==> src/rtl/mfm_sep_pkg.sv <==
// Shared types for the MFM read-data separator.
package mfm_sep_pkg;
    // Tracker state: waiting for a first edge, or following cell timing.
    typedef enum logic {
        SEP_IDLE = 1'b0,
        SEP_LOCK = 1'b1
    } sep_state_t;
endpackage

==> src/rtl/mfm_tick_gen.sv <==
// Sample-rate tick generator.
// Makes a tick that is high for one clock in every DIV clocks.
// Assumes DIV >= 2, so ticks never fall on two clocks in a row.
module mfm_tick_gen #(
    parameter int DIV = 25
) (
    input  logic clk,
    input  logic rst_n,
    output logic tick
);
    localparam int CW = (DIV > 1) ? $clog2(DIV) : 1;
    localparam logic [CW-1:0] LAST = CW'(DIV - 1);

    logic [CW-1:0] div_cnt;

    // Count clocks modulo DIV.
    always_ff @(posedge clk) begin
        if (!rst_n)
            div_cnt <= '0;
        else if (div_cnt == LAST)
            div_cnt <= '0;
        else
            div_cnt <= div_cnt + 1'b1;
    end

    assign tick = (div_cnt == LAST);
endmodule

==> src/rtl/mfm_edge_front.sv <==
// Input front end: two-flop synchronizer and sampled falling-edge detector.
// On each tick the synchronized level is read once. That one value is compared
// with the stored level and also becomes the new stored level.
// Assumes the line rests high.
module mfm_edge_front (
    input  logic clk,
    input  logic rst_n,
    input  logic rd_n,
    input  logic tick,
    output logic fall
);
    logic sync_a, sync_b, last_lvl;

    // Bring the asynchronous line into the clock domain.
    always_ff @(posedge clk) begin
        if (!rst_n) begin
            sync_a <= 1'b1;
            sync_b <= 1'b1;
        end else begin
            sync_a <= rd_n;
            sync_b <= sync_a;
        end
    end

    // Keep the level seen at the last sample.
    always_ff @(posedge clk) begin
        if (!rst_n)
            last_lvl <= 1'b1;
        else if (tick)
            last_lvl <= sync_b;
    end

    // A high-to-low change between two samples is a transition.
    assign fall = tick & last_lvl & ~sync_b;
endmodule

==> src/rtl/mfm_cell_tracker.sv <==
// Bit-cell tracker.
// Counts samples from the last cell centre. An edge at or after half a cell
// closes the next cell with a 1, and the count restarts at that edge. Each
// cell-and-a-half point with no edge emits a 0 and moves the reference on by
// one cell. After MAX_EMPTY zeros, the next timeout sends the tracker idle.
// Assumes tick is never high on two clocks in a row.
module mfm_cell_tracker
    import mfm_sep_pkg::*;
#(
    parameter int CELL      = 8,
    parameter int MAX_EMPTY = 3
) (
    input  logic clk,
    input  logic rst_n,
    input  logic tick,
    input  logic fall,
    output logic raw_valid,
    output logic raw_bit
);
    localparam int HALF = CELL / 2;
    localparam int TMO  = CELL + HALF;
    localparam int PW   = $clog2(TMO + 1);
    localparam int EW   = $clog2(MAX_EMPTY + 1);
    localparam logic [PW-1:0] HALF_V = PW'(HALF);
    localparam logic [PW-1:0] TMO_V  = PW'(TMO);
    localparam logic [EW-1:0] MAXE_V = EW'(MAX_EMPTY);

    sep_state_t    state;
    logic [PW-1:0] phase;
    logic [PW-1:0] phase_nx;
    logic [EW-1:0] empty;

    // Sample count as it will be at this tick.
    always_comb phase_nx = phase + 1'b1;

    // Place edges into cells, time out empty cells, drop to idle on long gaps.
    always_ff @(posedge clk) begin
        if (!rst_n) begin
            state     <= SEP_IDLE;
            phase     <= '0;
            empty     <= '0;
            raw_valid <= 1'b0;
            raw_bit   <= 1'b0;
        end else begin
            raw_valid <= 1'b0;
            if (tick) begin
                if (state == SEP_IDLE) begin
                    if (fall) begin
                        raw_valid <= 1'b1;
                        raw_bit   <= 1'b1;
                        phase     <= '0;
                        empty     <= '0;
                        state     <= SEP_LOCK;
                    end
                end else if (fall) begin
                    if (phase_nx >= HALF_V) begin
                        raw_valid <= 1'b1;
                        raw_bit   <= 1'b1;
                    end
                    phase <= '0;
                    empty <= '0;
                end else if (phase_nx == TMO_V) begin
                    if (empty == MAXE_V) begin
                        state <= SEP_IDLE;
                        phase <= '0;
                    end else begin
                        raw_valid <= 1'b1;
                        raw_bit   <= 1'b0;
                        phase     <= HALF_V;
                        empty     <= empty + 1'b1;
                    end
                end else begin
                    phase <= phase_nx;
                end
            end
        end
    end

    logic locked;
    assign locked = (state == SEP_LOCK);

    assert_strobe_single_R8: assert property (@(posedge clk) disable iff (!rst_n)
        raw_valid |=> !raw_valid);

    assert_strobe_after_tick_R2: assert property (@(posedge clk) disable iff (!rst_n)
        raw_valid |-> $past(tick));

    assert_zero_only_locked_R7: assert property (@(posedge clk) disable iff (!rst_n)
        (raw_valid && !raw_bit) |-> locked);

    assert_lock_opens_with_one_R2: assert property (@(posedge clk) disable iff (!rst_n)
        $rose(locked) |-> (raw_valid && raw_bit));

    assert_phase_below_timeout_R4: assert property (@(posedge clk) disable iff (!rst_n)
        phase < TMO_V);
endmodule

==> src/rtl/mfm_data_separator.sv <==
// MFM read-data separator top level.
// Gets raw MFM bit cells back from a clockless read-data line that rests high.
// TICK_DIV system clocks make one sample, and CELL_SAMPLES samples make one bit cell.
// Assumes TICK_DIV >= 2 and CELL_SAMPLES >= 4.
module mfm_data_separator #(
    parameter int TICK_DIV     = 25,
    parameter int CELL_SAMPLES = 8,
    parameter int MAX_EMPTY    = 3
) (
    input  logic clk,
    input  logic rst_n,
    input  logic rd_n,
    output logic raw_valid,
    output logic raw_bit
);
    logic tick;
    logic fall;

    mfm_tick_gen #(.DIV(TICK_DIV)) u_tick (
        .clk   (clk),
        .rst_n (rst_n),
        .tick  (tick)
    );

    mfm_edge_front u_front (
        .clk   (clk),
        .rst_n (rst_n),
        .rd_n  (rd_n),
        .tick  (tick),
        .fall  (fall)
    );

    mfm_cell_tracker #(.CELL(CELL_SAMPLES), .MAX_EMPTY(MAX_EMPTY)) u_track (
        .clk       (clk),
        .rst_n     (rst_n),
        .tick      (tick),
        .fall      (fall),
        .raw_valid (raw_valid),
        .raw_bit   (raw_bit)
    );
endmodule

==> config.mk <==
export PLATFORM = sky130hd
export DESIGN_NAME = mfm_data_separator
export DESIGN_NICKNAME = d
export VERILOG_FILES = /design/src/rtl/mfm_sep_pkg.sv /design/src/rtl/mfm_tick_gen.sv /design/src/rtl/mfm_edge_front.sv /design/src/rtl/mfm_cell_tracker.sv /design/src/rtl/mfm_data_separator.sv
export SDC_FILE = /design/constraint.sdc
export NUM_CORES = 1
export LEC_CHECK = 0
export BUFFER_PORTS_ARGS = -buffer_cell sky130_fd_sc_hd__clkbuf_2
export CORE_MARGIN = 5
export CORE_UTILIZATION = 45
export DETAILED_ROUTE_END_ITERATION = 7
export GPL_ROUTABILITY_DRIVEN = 0
export PLACE_DENSITY = 0.62
export SETUP_SLACK_MARGIN = 0.3
export SYNTH_ARGS = -nofsm -noshare
export SYNTH_HDL_FRONTEND = slang
export SYNTH_HIERARCHICAL = 1
export SYNTH_SLANG_ARGS = --single-unit
==> constraint.sdc <==
create_clock -name clk -period 2.49 [get_ports clk]
set_input_delay 0.249 -clock clk [delete_from_list [all_inputs] [get_ports clk]]
set_output_delay 0.249 -clock clk [all_outputs]
set_load 0.01 [all_outputs]
; ---- Word-level counts from Yosys, hierarchy flattened
; Index checks and enable logic that the tools add are counted.
[totals]
ff_bits = 17
inputBits = 3
output_inout_bits = 2
elab_cells = 54
[classes]
add_sub_neg = 3
magnitude_cmp = 1
n_eq_ne = 5
n_mux = 25
n_bitwise = 4
reduce_logical = 7
[ops]
columns = cell, count
row1 = 4-bit 2-to-1 mux, 4
row2 = 1-bit 2-to-1 mux, 15
row3 = 2-bit 2-to-1 mux, 5
row4 = 5-bit by 1-bit adder with 5-bit output (second input constant), 1
row5 = 5-bit == test (second input constant), 1
row6 = 5-bit AND reduction, 1
row7 = 4-bit by 1-bit adder with 4-bit output (second input constant), 1
row8 = 4-bit == test (second input constant), 1
row9 = 4-bit by 3-bit >= comparator with 1-bit output (second input constant), 1
row10 = 2-bit AND reduction, 2
row11 = 4-bit AND reduction, 1
row12 = 2-bit nonzero test, 2
row13 = 3-bit 2-to-1 mux, 1
row14 = 3-bit != test (second input constant), 1
row15 = 2-bit by 1-bit adder with 2-bit output (second input constant), 1
row16 = 1-bit AND, 2
row17 = 2-bit == test (second input constant), 1
row18 = 2-bit != test (second input constant), 1
row19 = 1-bit NOT, 2
row20 = 2-bit OR reduction, 1

; ---- Logic depth before layout (Yosys ltp)
[logic_depth]
ltp_word = 5
ltp_mapped = 10
depth_no_buf = 8

; ---- Modules after synthesis
; The synthesis kept the hierarchy.
[by_module_without_submodules]
columns = module, n_inst, cells_each, area_each_um2, seq_area_each_um2
row1 = mfm_cell_tracker, 1, 61, 545.5, 180.2
row2 = mfm_tick_gen, 1, 23, 274.0, 100.1
row3 = mfm_edge_front, 1, 8, 96.3, 60.1

; ---- Least setup slack after synthesis
; No wires, ideal clock.
[synth_timing]
path_kind = register to register
start = reg u_tick.div_cnt[0]
end = reg u_track.phase[2]
setup_ns = 0.074
arrival_time_ns = 1.894
t_required_ns = 2.416
slack_ns = 0.521
path_stages_with_launch = 11
path_buffers = 2
synth_period_minus_slack_ns = 1.969
cell_sequence = dfxtp_1 -> inv_1 -> ha_1 -> and4b_1 -> buf_6 -> and3b_2 -> and3b_1 -> clkbuf_1 -> o21a_1 -> nand4b_1 -> a31oi_1
[synth_via]
elab_chain_cells = 5
elab_cells_between_ends = 7
classes_between = eq/ne (1) / mux (2) / bitwise (2) / reduce/logical (2)
[synth_rtl]
columns = element, line
row1 = start: declaration, mfm_tick_gen.sv:14  ; logic [CW-1:0] div_cnt;
row2 = start signal: assignment, mfm_tick_gen.sv:23  ; div_cnt <= div_cnt + 1'b1;
row3 = 5-bit == test *, mfm_tick_gen.sv:26  ; assign tick = (div_cnt == LAST);
row4 = net tick, mfm_data_separator.sv:16  ; logic tick;
row5 = 1-bit AND * (2 in series), mfm_edge_front.sv:34  ; assign fall = tick & last_lvl & ~sync_b;
row6 = net fall, mfm_data_separator.sv:17  ; logic fall;
row7 = 4-bit 2-to-1 mux or 2-bit nonzero test (tied branches), --
row8 = 4-bit 2-to-1 mux or 2-bit AND reduction (tied branches), --
row9 = end signal: assignment, mfm_cell_tracker.sv:73  ; phase <= phase_nx;
row10 = end: declaration, mfm_cell_tracker.sv:29  ; logic [PW-1:0] phase;
; The timed path passes the listed nets; every way through them passes the cells marked *.
; A chain may end at the register's enable or synchronous reset.

; ---- Final worst setup path
; Ends and elaborated chain as after synthesis.

==> impl_metrics.csv <==
group,metric,value,unit
status,status,"complete, no violations",
synth,yosys_warnings,6,
power,finalPower,0.4498,mW
power,netSwitchingFraction,0.2320,
clock_tree,cts_root_buf,"clkbuf_4",
finish,layout.cells.non_filler,125,
clock_tree,numCtsBuffers,3,
clock_tree,cts_hold_buf,0,
synth,synth_nets,100,
power,peakVddDrop,358.6,uV
synth,synth.top_cells.by_area,"dfxtp_1 (37%), ha_1 (6.8%), nor4_4 (4.6%), a2111oi_4 (3.0%), nand4b_1 (2.9%)",
finish,synthToLayoutAreaGrowth,7.650,%
global_route,globalRouteOverflowTotal,0,
sta,timing.hold.ws,132.9,ps
placed_design,place.detailed.hpwl,1139,um
power,netSwitchingPower,0.1044,mW
floorplanning,fp.dieArea,3038,sq um
setup_path,critical_path.startpoint_type,"flop",
setup_path,critPathMaxFanout,7,
power,pwr-share-clk,0.332,
power,power.combinational.fraction,0.040,
global_route,global_route.usage.total,0.1302,
floorplanning,boundaryPins,5,
finish,insertedDiodeCount,0,
power,seq_power_share,0.628,
setup_path,critPathKind,"flop to flop",
sta,setup_repair_after_global_routing_missed_its_margin,"no",
routing,drcViolationCount,0,
finish,finish.utilization,0.5077,
clock_tree,cts.path.max_buffers,2,
synth,synthFlopType,"dfxtp_1",
clock_tree,cts_setup_buffers,0,
sta,clock-skew-final,3.667,ps
hold_path,min-delay-path-class,"input pin to flop",
synth,avgSynthCellArea,9.955,sq um
floorplanning,die_height,55.12,um
sta,total_neg_setup_slack,0,ps
routing,drt-wirelength-per-cell,12.52,um
power,total_power_per_unit_cell_area,456.2,nW/um^2
synth,postSynthRegisterBits,17,
sta,timing.final.max_slew_violations,0,
synth,netlist_instances,92,
synth,yosysUniqueCellTypes,39,
synth,synth_top_area_share,0.3716,
sta,fmax,0.5188,GHz
job,max-cap-violations,0,
sta,finalCritPeriodShare,0.7742,
global_route,grt_pass1_wl,2794,um
synth,post_synth_most_frequent_cells,"dfxtp_1 (17), inv_1 (6), nand2_1 (6), ha_1 (5)",
power,p_int,0.3454,mW
clock_tree,cts_resized,0,
clock_tree,clock_latency,290,ps
synth,yosysSeqAreaShare,0.3716,
finish,drive_above_1_share,0.1837,
routing,firstDrtPassIters,4,
setup_path,worst_ep_required_time,2710,ps
routing,drt-total-wl,1565,um
floorplanning,die-width,55.12,um
global_route,grt_max_degree,18,
routing,drtIter0Drc,12,
routing,drt.antenna.violating_nets,0,
sta,maxSlewHeadroom,0.7179,
power,leakage,0.3439,nW
routing,avgViaCountPerCell,5.528,
sta,setup-violations-final,0,
synth,synth_enable_flop_cells,0,
floorplanning,rows,16,
sta,timing_worst_slew_pin_value,419.5,ps
floorplanning,core_area,1942,sq um
sta,hold_viol_final,0,
placed_design,place.detailed.instances,121,
clock_tree,cts.clk_slew.worst_paths,100,ps
clock_tree,cts_tree,"yes",
global_route,grt_antenna_before_repair,0,
clock_tree,clkSinkCount,17,
setup_path,cp.arrival,2150,ps
routing,detailroute.via_count,691,
placed_design,portBuffers,4,
sta,period_minus_slack,1928,ps
synth,mappedNetlistArea,915.9,sq um
setup_path,setup.worst_path.end_class,"flop",
clock_tree,cts.htree.levels,1,
synth,synth.most_common_cell,"dfxtp_1",
floorplanning,start_util,0.4716,
global_route,first_global_vias,657,
synth,synth-async-reset-ratio,0,
finish,finalNetCount,107,
synth,post-synth-top-area-cell,"dfxtp_1",
[critical path: stages (launching register included)]
cell and delay (ps):
dfxtp_1 410, inv_1 60, ha_1 180, and4b_1 190
and3b_2 240, and3b_1 340, o21a_1 180, nand4b_1 100
a31oi_1 160
[cells in the final DEF, fill, tap and decap left out, drive strengths merged, types with 4 or more instances in the layout]
cell type  Yosys  layout
clkbuf         2       7
dfxtp         17      17
ha             5       5
inv            6       6
nand2          6       6
nand3          4       4
o21ai          6       6
[cell type report]
class / count / area [sq um]
sequential: 17 / 340.3
fill: 195 / 955.9
multi-input combinational: 66 / 534.3
clock buffer: 3 / 22.52
inverter: 6 / 22.52
timing repair buffer: 5 / 27.53
clock inverter: 1 / 5.005
tap: 27 / 33.78
[final timing paths]
| path | from | end | slack [ps] | cells after the start |
|---|---|---|---|---|
| setup / recovery | u_tick/div_cnt[0]$_SDFF_PP0_ | u_track/phase[2]$_SDFFE_PN0P_ | 560 | 8 |
| hold / removal | rd_n | u_front/sync_a$_SDFF_PN1_ | 130 | 2 |
| setup reg to reg | u_tick/div_cnt[0]$_SDFF_PP0_ | u_track/phase[2]$_SDFFE_PN0P_ | 560 | 8 |
| hold reg to reg | u_front/sync_a$_SDFF_PN1_ | u_front/sync_b$_SDFF_PN1_ | 430 | 1 |
[registers in the layout (all words and copies together) (netlist names)]
signal             cells
u_front/sync_b         1
u_track/phase          4
u_track/empty          2
u_track/raw_valid      1
u_tick/div_cnt         5
u_front/sync_a         1
u_track/raw_bit        1
u_track/locked         1
u_front/last_lvl       1
[metrics by stage]
stage	cell area, sq um	setup WS (ps)
2_1_floorplan	915.9	521.3
3_3_place_gp	958.4	688.8
3_5_place_dp	958.4	625.6
4_1_cts	985.9	583.8
5_1_grt	985.9	408.6
6_report	985.9	562.4
[routing by layer]
metal	wire length, um	vias to the layer above	global-route usage
li1	-	360	-
met1	848	313	0.1729
met2	621	16	0.1890
met3	77	2	0.03485
met4	18	0	0.07287
met5	0	-	0
[cell families after synthesis]
family	synth area share
DFF	0.3716
AOI/OAI and AO/OA	0.2213
muxes	0.01093
xor gates and xnor gates	0.02869
adders and majority gates	0.06831
and+or+nand+nor	0.2541
buffers and inverters	0.04508
[power by group through the flow]
stage / Sequential, mW / Clock (mW) / Combinational, mW
finish: 0.283 / 0.149 / 0.0181
global route: 0.283 / 0.170 / 0.0220
CTS: 0.282 / 0.157 / 0.0183
detailed placement: 0.288 / 0 / 0.0184
global placement: 0.288 / 0 / 0.0185
floorplan: 0.287 / 0 / 0.0136
Note: power is estimated with default switching activity, not from simulation.
